==> config.mk <==
export PLATFORM = sky130hd
export DESIGN_NAME = evt_packet_decoder
export DESIGN_NICKNAME = d
export VERILOG_FILES = /design/src/rtl/evtdec_pkg.sv /design/src/rtl/evtdec_classify.sv /design/src/rtl/evtdec_route.sv /design/src/rtl/evtdec_button.sv /design/src/rtl/evt_packet_decoder.sv
export SDC_FILE = /design/constraint.sdc
export NUM_CORES = 1
export LEC_CHECK = 0
export ABC_AREA = 1
export ABC_CLOCK_PERIOD_IN_PS = 2600
export BUFFER_PORTS_ARGS = -buffer_cell sky130_fd_sc_hd__buf_2
export CAP_MARGIN = 25
export CORE_ASPECT_RATIO = 1.4
export CORE_UTILIZATION = 50
export DETAILED_ROUTE_END_ITERATION = 8
export PLACE_DENSITY = 0.86
export SLEW_MARGIN = 40
export SYNTH_ARGS = -nofsm -noshare
export SYNTH_HDL_FRONTEND = slang
export SYNTH_SLANG_ARGS = --single-unit
==> constraint.sdc <==
create_clock -name clk -period 2.6 [get_ports clk]
set_input_delay 0.13 -clock clk [delete_from_list [all_inputs] [get_ports clk]]
set_output_delay 0.13 -clock clk [all_outputs]
set_load 0.1 [all_outputs]
==> src/rtl/evtdec_pkg.sv <==
package evtdec_pkg;

  typedef enum logic [2:0] {
    PK_NONE,
    PK_EMPTY,
    PK_REPLY,
    PK_ORPHAN,
    PK_STREAM,
    PK_BUTTON
  } pkt_kind_e;

  // Level to controller brightness code; level 0 selects the dark code.
  function automatic logic [7:0] level_to_code(input logic [7:0] lvl);
    if (lvl == 8'd0) return 8'h7F;
    return 8'h4A - (lvl << 1);
  endfunction

  function automatic logic code_powers_on(input logic [7:0] code);
    return code < 8'h7F;
  endfunction

endpackage

==> src/rtl/evtdec_classify.sv <==
module evtdec_classify
  import evtdec_pkg::*;
#(
  parameter int          MAX_BYTES  = 8,
  parameter int          LEN_W      = 4,
  parameter int          BUS_BIT    = 4,
  parameter int          AUTO_BIT   = 2,
  parameter logic [7:0]  BUTTON_TAG = 8'h08
) (
  input  logic [LEN_W-1:0] len_raw,
  input  logic [7:0]       byte0,
  input  logic             req_parked,
  output logic [LEN_W-1:0] len_eff,
  output pkt_kind_e        kind
);
  localparam logic [LEN_W-1:0] MAX_L    = LEN_W'(MAX_BYTES);
  localparam logic [LEN_W-1:0] BTN_LEN  = LEN_W'(3);

  always_comb begin
    len_eff = (len_raw > MAX_L) ? MAX_L : len_raw;
    if (len_eff == '0)
      kind = PK_EMPTY;
    else if (byte0[BUS_BIT])
      kind = byte0[AUTO_BIT] ? PK_STREAM : (req_parked ? PK_REPLY : PK_ORPHAN);
    else if (byte0 == BUTTON_TAG && len_eff == BTN_LEN)
      kind = PK_BUTTON;
    else
      kind = PK_NONE;
  end
endmodule

==> src/rtl/evtdec_route.sv <==
module evtdec_route
  import evtdec_pkg::*;
#(
  parameter int MAX_BYTES = 8,
  parameter int LEN_W     = 4
) (
  input  logic                       clk,
  input  logic                       rst_n,
  input  logic                       fire,
  input  pkt_kind_e                  kind,
  input  logic [LEN_W-1:0]           len_eff,
  input  logic [8*MAX_BYTES-1:0]     data,
  output logic                       reply_valid,
  output logic [LEN_W-1:0]           reply_len,
  output logic [8*(MAX_BYTES-1)-1:0] reply_data,
  output logic                       stream_valid,
  output logic [LEN_W-1:0]           stream_len,
  output logic [8*(MAX_BYTES-1)-1:0] stream_data,
  output logic                       err_extra
);
  localparam int PAY_BYTES = MAX_BYTES - 1;

  logic [8*PAY_BYTES-1:0] payload;
  logic [LEN_W-1:0]       pay_len;
  logic [LEN_W-1:0]       rep_len;
  logic                   take_reply, take_stream, take_orphan;

  // Payload = bytes 1 onward, zero past the packet length.
  for (genvar j = 0; j < PAY_BYTES; j++) begin : g_pay
    assign payload[8*j +: 8] = (LEN_W'(j + 1) < len_eff) ? data[8*(j+1) +: 8] : 8'h00;
  end

  assign pay_len     = len_eff - 1'b1;
  assign rep_len     = (len_eff <= LEN_W'(2)) ? '0 : pay_len;
  assign take_reply  = fire && (kind == PK_REPLY);
  assign take_stream = fire && (kind == PK_STREAM);
  assign take_orphan = fire && (kind == PK_ORPHAN);

  always_ff @(posedge clk) begin
    if (!rst_n) begin
      reply_valid  <= 1'b0;
      reply_len    <= '0;
      reply_data   <= '0;
      stream_valid <= 1'b0;
      stream_len   <= '0;
      stream_data  <= '0;
      err_extra    <= 1'b0;
    end else begin
      reply_valid  <= take_reply;
      stream_valid <= take_stream;
      err_extra    <= take_orphan;
      if (take_reply) begin
        reply_len  <= rep_len;
        reply_data <= (rep_len == '0) ? '0 : payload;
      end
      if (take_stream) begin
        stream_len  <= pay_len;
        stream_data <= payload;
      end
    end
  end

  // a delivered reply is either empty or carries at least two bytes
  assert_reply_len_R3: assert property (@(posedge clk) disable iff (!rst_n)
    reply_valid |-> (reply_len != LEN_W'(1)))
    else $error("reply length of one delivered");

  // stream length never exceeds the payload capacity
  assert_stream_cap_R12: assert property (@(posedge clk) disable iff (!rst_n)
    stream_valid |-> (stream_len <= LEN_W'(PAY_BYTES)))
    else $error("stream length above capacity");

  // a route strobe follows a packet strobe
  assert_route_follows_R11: assert property (@(posedge clk) disable iff (!rst_n)
    (reply_valid || stream_valid || err_extra) |-> $past(fire))
    else $error("route strobe without packet");
endmodule

==> src/rtl/evtdec_button.sv <==
module evtdec_button
  import evtdec_pkg::*;
#(
  parameter int LVL_SHIFT = 3,
  parameter int LVL_W     = 8 - LVL_SHIFT
) (
  input  logic             clk,
  input  logic             rst_n,
  input  logic             fire,
  input  logic             is_button,
  input  logic [7:0]       byte1,
  input  logic [7:0]       byte2,
  input  logic             bl_enable,
  output logic [LVL_W-1:0] level,
  output logic             bright_valid,
  output logic [7:0]       bright_code,
  output logic             power_valid,
  output logic             power_on,
  output logic             vol_valid,
  output logic [7:0]       volume
);
  logic [7:0] new_level;
  logic [7:0] new_code;
  logic       hit;

  assign hit       = fire && is_button;
  assign new_level = byte1 >> LVL_SHIFT;
  assign new_code  = level_to_code(new_level);

  always_ff @(posedge clk) begin
    if (!rst_n) begin
      level        <= '0;
      bright_valid <= 1'b0;
      bright_code  <= 8'h7F;
      power_valid  <= 1'b0;
      power_on     <= 1'b0;
      vol_valid    <= 1'b0;
      volume       <= 8'h00;
    end else begin
      bright_valid <= hit && bl_enable;
      power_valid  <= hit && bl_enable;
      vol_valid    <= hit;
      if (hit) begin
        level  <= new_level[LVL_W-1:0];
        volume <= byte2;
        if (bl_enable) begin
          bright_code <= new_code;
          power_on    <= code_powers_on(new_code);
        end
      end
    end
  end

  // commands only while the backlight is enabled
  assert_bright_gated_R8: assert property (@(posedge clk) disable iff (!rst_n)
    (bright_valid || power_valid) |-> $past(bl_enable))
    else $error("backlight command while disabled");

  // power and brightness commands travel together and agree
  assert_power_pair_R8: assert property (@(posedge clk) disable iff (!rst_n)
    bright_valid |-> (power_valid && (power_on == (bright_code != 8'h7F))))
    else $error("power command disagrees with brightness code");

  // the dark code belongs to level zero only
  assert_dark_code_R7: assert property (@(posedge clk) disable iff (!rst_n)
    bright_valid |-> ((bright_code == 8'h7F) == (level == '0)))
    else $error("dark code mismatch");
endmodule

==> src/rtl/evt_packet_decoder.sv <==
module evt_packet_decoder
  import evtdec_pkg::*;
#(
  parameter int         MAX_BYTES  = 8,
  parameter int         LEN_W      = $clog2(MAX_BYTES + 1),
  parameter int         BUS_BIT    = 4,
  parameter int         AUTO_BIT   = 2,
  parameter logic [7:0] BUTTON_TAG = 8'h08,
  parameter int         LVL_SHIFT  = 3
) (
  input  logic                       clk,
  input  logic                       rst_n,
  input  logic                       pkt_valid,
  input  logic [LEN_W-1:0]           pkt_len,
  input  logic [8*MAX_BYTES-1:0]     pkt_data,
  input  logic                       req_parked,
  input  logic                       bl_enable,
  input  logic                       irq_note,
  input  logic                       sleep_enter,
  output logic                       reply_valid,
  output logic [LEN_W-1:0]           reply_len,
  output logic [8*(MAX_BYTES-1)-1:0] reply_data,
  output logic                       stream_valid,
  output logic [LEN_W-1:0]           stream_len,
  output logic [8*(MAX_BYTES-1)-1:0] stream_data,
  output logic                       err_extra_reply,
  output logic                       bright_valid,
  output logic [7:0]                 bright_code,
  output logic                       power_valid,
  output logic                       power_on,
  output logic                       vol_valid,
  output logic [7:0]                 volume,
  output logic [7-LVL_SHIFT:0]       bright_level,
  output logic                       asleep,
  output logic                       int_pending
);
  localparam int LVL_W = 8 - LVL_SHIFT;

  pkt_kind_e        kind;
  logic [LEN_W-1:0] len_eff;
  logic             is_button;
  logic             empty_pkt;

  evtdec_classify #(
    .MAX_BYTES(MAX_BYTES), .LEN_W(LEN_W), .BUS_BIT(BUS_BIT),
    .AUTO_BIT(AUTO_BIT), .BUTTON_TAG(BUTTON_TAG)
  ) classify_i (
    .len_raw(pkt_len), .byte0(pkt_data[7:0]), .req_parked(req_parked),
    .len_eff(len_eff), .kind(kind)
  );

  evtdec_route #(.MAX_BYTES(MAX_BYTES), .LEN_W(LEN_W)) route_i (
    .clk(clk), .rst_n(rst_n), .fire(pkt_valid), .kind(kind), .len_eff(len_eff),
    .data(pkt_data),
    .reply_valid(reply_valid), .reply_len(reply_len), .reply_data(reply_data),
    .stream_valid(stream_valid), .stream_len(stream_len), .stream_data(stream_data),
    .err_extra(err_extra_reply)
  );

  assign is_button = (kind == PK_BUTTON);
  assign empty_pkt = pkt_valid && (kind == PK_EMPTY);

  evtdec_button #(.LVL_SHIFT(LVL_SHIFT), .LVL_W(LVL_W)) button_i (
    .clk(clk), .rst_n(rst_n), .fire(pkt_valid), .is_button(is_button),
    .byte1(pkt_data[15:8]), .byte2(pkt_data[23:16]), .bl_enable(bl_enable),
    .level(bright_level), .bright_valid(bright_valid), .bright_code(bright_code),
    .power_valid(power_valid), .power_on(power_on),
    .vol_valid(vol_valid), .volume(volume)
  );

  always_ff @(posedge clk) begin
    if (!rst_n) begin
      asleep      <= 1'b0;
      int_pending <= 1'b0;
    end else begin
      if (pkt_valid)        asleep <= 1'b0;
      else if (sleep_enter) asleep <= 1'b1;
      if (irq_note)         int_pending <= 1'b1;
      else if (empty_pkt)   int_pending <= 1'b0;
    end
  end

  // an empty packet without a fresh interrupt leaves nothing pending
  assert_empty_clears_R1: assert property (@(posedge clk) disable iff (!rst_n)
    $past(pkt_valid && pkt_len == '0 && !irq_note) |-> !int_pending)
    else $error("pending flag survived empty packet");

  // replies only reach a parked request
  assert_reply_parked_R2: assert property (@(posedge clk) disable iff (!rst_n)
    reply_valid |-> $past(req_parked))
    else $error("reply without parked request");

  // the extra-reply error only when nothing was parked
  assert_orphan_R4: assert property (@(posedge clk) disable iff (!rst_n)
    err_extra_reply |-> (!$past(req_parked) && !reply_valid))
    else $error("extra-reply error with parked request");

  // any packet clears the sleep marker
  assert_asleep_clear_R10: assert property (@(posedge clk) disable iff (!rst_n)
    $past(pkt_valid) |-> !asleep)
    else $error("asleep survived a packet");
endmodule

# == Word level (Yosys, flattened, before mapping) ==
# Cells that the tools add are included.
# op_classes
magnitude_cmp,10
addsub,2
muxes,20
n_reduce_logical,13
n_eq_ne,7
n_bitwise,1
# op_table
op,count
$mux W8,9
$mux W56,1
$lt A3 B4 Y1 const A,4
$mux W3,4
$eq A8 B4 Y1 const B,1
$logic_not A4 Y1,2
$logic_not A8 Y1,1
$lt A2 B4 Y1 const A,2
$lt A8 B7 Y1 const B,1
$mux W4,2
$sub A7 B6 Y8 const A,1
$logic_and A1 B1 Y1,7
$eq A3 B2 Y1 const B,2
$eq A3 B3 Y1 const B,2
$eq A4 B2 Y1 const B,1
$gt A4 B4 Y1 const B,1
$le A4 B2 Y1 const B,1
$lt A1 B4 Y1 const A,1
$mux W1,4
$sub A4 B1 Y4 const B,1
$eq A3 B1 Y1 const B,1
$reduce_and A2 Y1,1
$reduce_bool A2 Y1,1
$reduce_or A2 Y1,1
$not A1 Y1,1
# totals
ff_bits,149

# == Logic depth before layout (Yosys ltp) ==
# logic_depth
ltp_word,11
mapped_depth,18
ltp_nobuf,16

# == By module ==
# From an unflattened synthesis, not the netlist that was laid out.
# unflattened
hier_cells,812
area_unflattened_um2,6073.3
# by_module_without_submodules
mod,instances,area_each_um2,cells_each
evtdec_route,1,4929.7,649
evtdec_button,1,908.4,117
evtdec_classify,1,140.1,32
evt_packet_decoder,1,95.1,14

# == Least setup slack after synthesis ==
# Ideal clock, no wire load.
# synth_path
path_kind,input-to-reg
from,input pkt_len[1]
to,register route_i.reply_data[35]
arrival_ps,1848
n_path_buf,2
required_time_ps,2529
stages,16
path_slack_ps,681
cell_sequence,inv_1 -> nand2_1 -> o21ai_0 -> inv_1 -> nor2_1 -> inv_1 -> ha_1 -> nand2_4 -> nand3_2 -> nor2_2 -> nand2_4 -> clkinv_2 -> buf_8 -> buf_8 -> nand3_2 -> a21oi_2
# synth_between
elab_chain_cells,9
# synth_rtl
element,line_no,source
from (decl),evt_packet_decoder.sv:14,"input logic [LEN_W-1:0] pkt_len,"
$gt A4 B4 Y1,evtdec_classify.sv:20,len_eff = (len_raw > MAX_L) ? MAX_L : len_raw;
$mux W4 (*),evtdec_classify.sv:20,
$eq A4 B2 Y1,evtdec_classify.sv:25,else if (byte0 == BUTTON_TAG && len_eff == BTN_LEN)
$logic_and A1 B1 Y1,evtdec_classify.sv:25,
$mux W3,evtdec_classify.sv:25,
$mux W3,evtdec_classify.sv:23,else if (byte0[BUS_BIT])
$mux W3,evtdec_classify.sv:21,if (len_eff == '0)
$eq A3 B2 Y1,evtdec_route.sv:35,assign take_reply = fire && (kind == PK_REPLY);
$logic_and A1 B1 Y1,evtdec_route.sv:35,
to (signal assigned),evtdec_route.sv:54,reply_data <= (rep_len == '0) ? '0 : payload;
to (decl),evtdec_route.sv:15,"output logic [8*(MAX_BYTES-1)-1:0] reply_data,"
# Every way passes the cells marked *; elsewhere a longest branch is shown, timed or not.
# A chain may end at the register's enable or synchronous reset.

# == Worst setup path after layout ==
# layout_path
from,input pkt_len[1]
to,register route_i.reply_data[11]
# Same word-level chain as after synthesis.

==> out/qor.csv <==
stage,metric,value,unit
sta,setup TNS,0,ns
placed_design,detailed placement HPWL,12350,um
placed_design,# port buffers,223,
detailed_routing,DRT Wirelength,17710,um
synth,Cells after Synth,840,
finish,FF/Latch Area,0.002963,mm^2
floorplan,I/O pins,225,
global_routing,vias in the first global route,5809,
worst_hold_path,Hold Path Stages,3,
clocking,Clock Path Buffers,2,
floorplan,die width,96.53,um
critical_path,r2r startpoint,asleep,
global_routing,first-pass GRT wire length,27610,um
worst_hold_path,hold endpoint,button_i.level[3],
synth,Post-Syn Nets,921,
clocking,# Post-CTS Setup Buffers,0,
clocking,Clock transition at path regs,0.06,ns
detailed_routing,DR vias,6206,
finish,"commonest cells after routing, fill and taps aside","223 x buf_2, 165 x nor2_1, 156 x nand2_1",
critical_path,Crit Path Class,input pin to register,
critical_path,critical path peak fanout,16,
detailed_routing,DR WL/cell,14.45,um
finish,Ant. Diodes,0,
synth,mapped cell area,0.006255,mm^2
sta,Tmin final,2.055,ns
synth,Synth area leader,dfxtp_1,
detailed_routing,via/cell ratio,5.062,
critical_path,CP arrival,2.39,ns
sta,Least-Margin Pin Slew,0.6155,ns
finish,layout cells sized above 1,31.04,%
detailed_routing,DRT iter0 DRCs,246,
clocking,htree depth,4,
worst_hold_path,Worst Hold Class,input pin to register,
synth,Synth area leaders,"dfxtp_1 47%, nor2_1 9.9%, nand2_1 9.4%",
finish,footprint of the multi-input gates,0.002668,mm^2
synth,synth warn,0,
clocking,Num CTS Buffers,17,
synth,syn_area_per_cell,7.446,um^2
outcome,status,finished clean,
sta,Fin Clk Skew,0,ns
detailed_routing,total iterations of the first detailed-routing run,5,
critical_path,Critical Path End Type,register,
sta,setup violators final,0,
floorplan,effective utilization at floorplan,51.05,%
floorplan,total core area,0.01225,mm^2
finish,"commonest non-fill, non-tap cell in the layout",buf_2,
synth,"FF+latch count, synth",148,
placed_design,GP Congestion,0.8543,
critical_path,CP peak stage delay,0.26,ns
finish,fill count,1045,
global_routing,Overall Global Routing Usage,27.59,%
sta,unrepaired setup endpoints after global routing,no,
power,LEAKAGE,4.076,nW
critical_path,worst path required time,2.94,ns
sta,fraction of the cycle the final worst path needs,79.03,%
sta,FMAX,486.7,MHz
global_routing,"Remaining Overflow, GRT",0,
sta,pins over their slew limit,0,
critical_path,r2r endpoint,asleep,
detailed_routing,DRT antenna net count,0,
sta,Final Hold Vio Count,0,
worst_hold_path,Hold Startpoint,pkt_data[14],
critical_path,CP max-delay cell,ha_1,
critical_path,cells on worst reg2reg path,3,
sta,final hold slack,0.02241,ns
synth,top cell type's share of synthesized area,47.37,%
finish,final core occ,67.04,%
clocking,clock sinks,148,
run,MaxCap Viol Count,0,
synth,sequential-to-total area share from yosys stat,47.37,%
finish,fin nets,1144,
global_routing,initial antenna violation count,0,
global_routing,largest net degree at the start of global routing,67,
floorplan,die height,134.3,um
finish,Synth-to-Final Area Change,31.33,%
detailed_routing,DRC viols,0,
power,Cell Pwr Density,714.2,mW/mm^2
synth,library cells used by synthesis,31,
floorplan,die area,0.01297,mm^2
critical_path,startpoint types,input pin,
power,peak supply drop,0.0004985,V
clocking,clock root buffer,clkbuf_16,
clocking,Skew-Pair Late Insertion Delay,0.41,ns
sta,Worst slew margin,58.97,%
floorplan,cell row count,48,
clocking,CTS tree,done,
critical_path,reg2reg setup slack,1.46,ns
critical_path,worst path cell trace,"buf_2, inv_1, nand2_1, o21ai_0, inv_1, nor2_1, inv_1, ha_1, nand2_4, o21ai_2, inv_2, nand2_4, inv_2, nand2_4, clkinv_2, buf_4, nand3_1, a21oi_1",
[logic make-up after synthesis]
kind of cell / share of synthesized area, %
buf+inv: 10.06
compound gates: 12.60
other cells: 0.05995
simple gates: 28.57
fa+ha+maj: 1.200
xor+xnor: 0.1401
flops: 47.37
[routing by layer]
layer | track usage (%) | part of all wire, % | vias to the layer above
li1 | - | - | 3085
met2 | 47.81 | 51 | 245
met4 | 16.26 | 4.8 | 0
met3 | 7.256 | 6.2 | 67
met1 | 29.25 | 38 | 2809
met5 | 0 | 0 | -
[power by group]
part | internal [mW] | leakage, nW | switching (mW) | total (mW)
registers | 2.33 | 1.20 | 0.0300 | 2.36
logic | 0.219 | 2.59 | 0.798 | 1.02
clock network | 1.54 | 0.290 | 0.952 | 2.49
total | 4.09 | 4.08 | 1.78 | 5.87
[area by class of cell]
cell class                      count  share of cell area (%)
Sequential cell                   148                   36.07
Timing Repair Buffer              254                   17.88
Inverter                           86                   3.960
Clock buffer                       20                   5.438
Multi-Input combinational cell    556                   32.48
Clock inverter                     12                   1.889
Tap cell                          150                   2.285
[per-stage QoR]
step	area (um^2)	instances	power [mW]	setup slack, ns
CTS	8214	1226	5.900	0.5719
floorplan	6255	840	3.185	0.6808
global route	8214	1226	6.053	0.2659
detailed placement	7482	1181	3.410	0.1445
global placement	7482	1181	3.400	0.3087
finish	8214	1226	5.866	0.5453
[state kept, by name (all words and copies together) (netlist names)]
name                   cells
asleep                     1
button_i.bright_code       7
button_i.bright_valid      1
button_i.level             5
button_i.power_on          1
button_i.vol_valid         1
button_i.volume            8
int_pending                1
route_i.err_extra          1
route_i.reply_data        56
route_i.reply_len          4
route_i.reply_valid        1
route_i.stream_data       56
route_i.stream_len         4
route_i.stream_valid       1
[what timing repair did]
action	4_1_cts	5_1_grt
gates resized for setup	0	0
endpoints found under the hold margin	12	0
hold buffers	13	0
[synthesized netlist by cell type (all sizes together)]
cell type	number
nor3	2
nand2	162
inv	85
nand4	4
nor2	170
o21ai	61
clkbuf	19
a21boi	1
conb	1
nand3	66
buf	31
clkinv	1
xnor2	1
ha	6
dfxtp	148
a21oi	80
nor4	1
or2	1
[worst max-delay path: cells and delay by family]
| kind | cells | cell delay [ns] |
|---|---|---|
| adder cells (fa/ha/maj) | 1 | 0.26 |
| AO/OA/AOI/OAI | 3 | 0.40 |
| buffers and inverters | 8 | 0.98 |
| AND/OR/NAND/NOR | 6 | 0.62 |
[how the worst max path moves through the flow]
| stage | from | to |
|---|---|---|
| after floorplan | pkt_len[1] | route_i.reply_data[35] |
| after detailed placement | pkt_len[1] | route_i.reply_data[11] |
| after global routing | pkt_len[1] | route_i.reply_data[17] |
| after CTS | pkt_len[1] | route_i.reply_data[11] |
| final | pkt_len[1] | route_i.reply_data[11] |
| after global placement | pkt_len[1] | route_i.reply_data[11] |
Note: power is estimated with default switching activity, not from simulation.
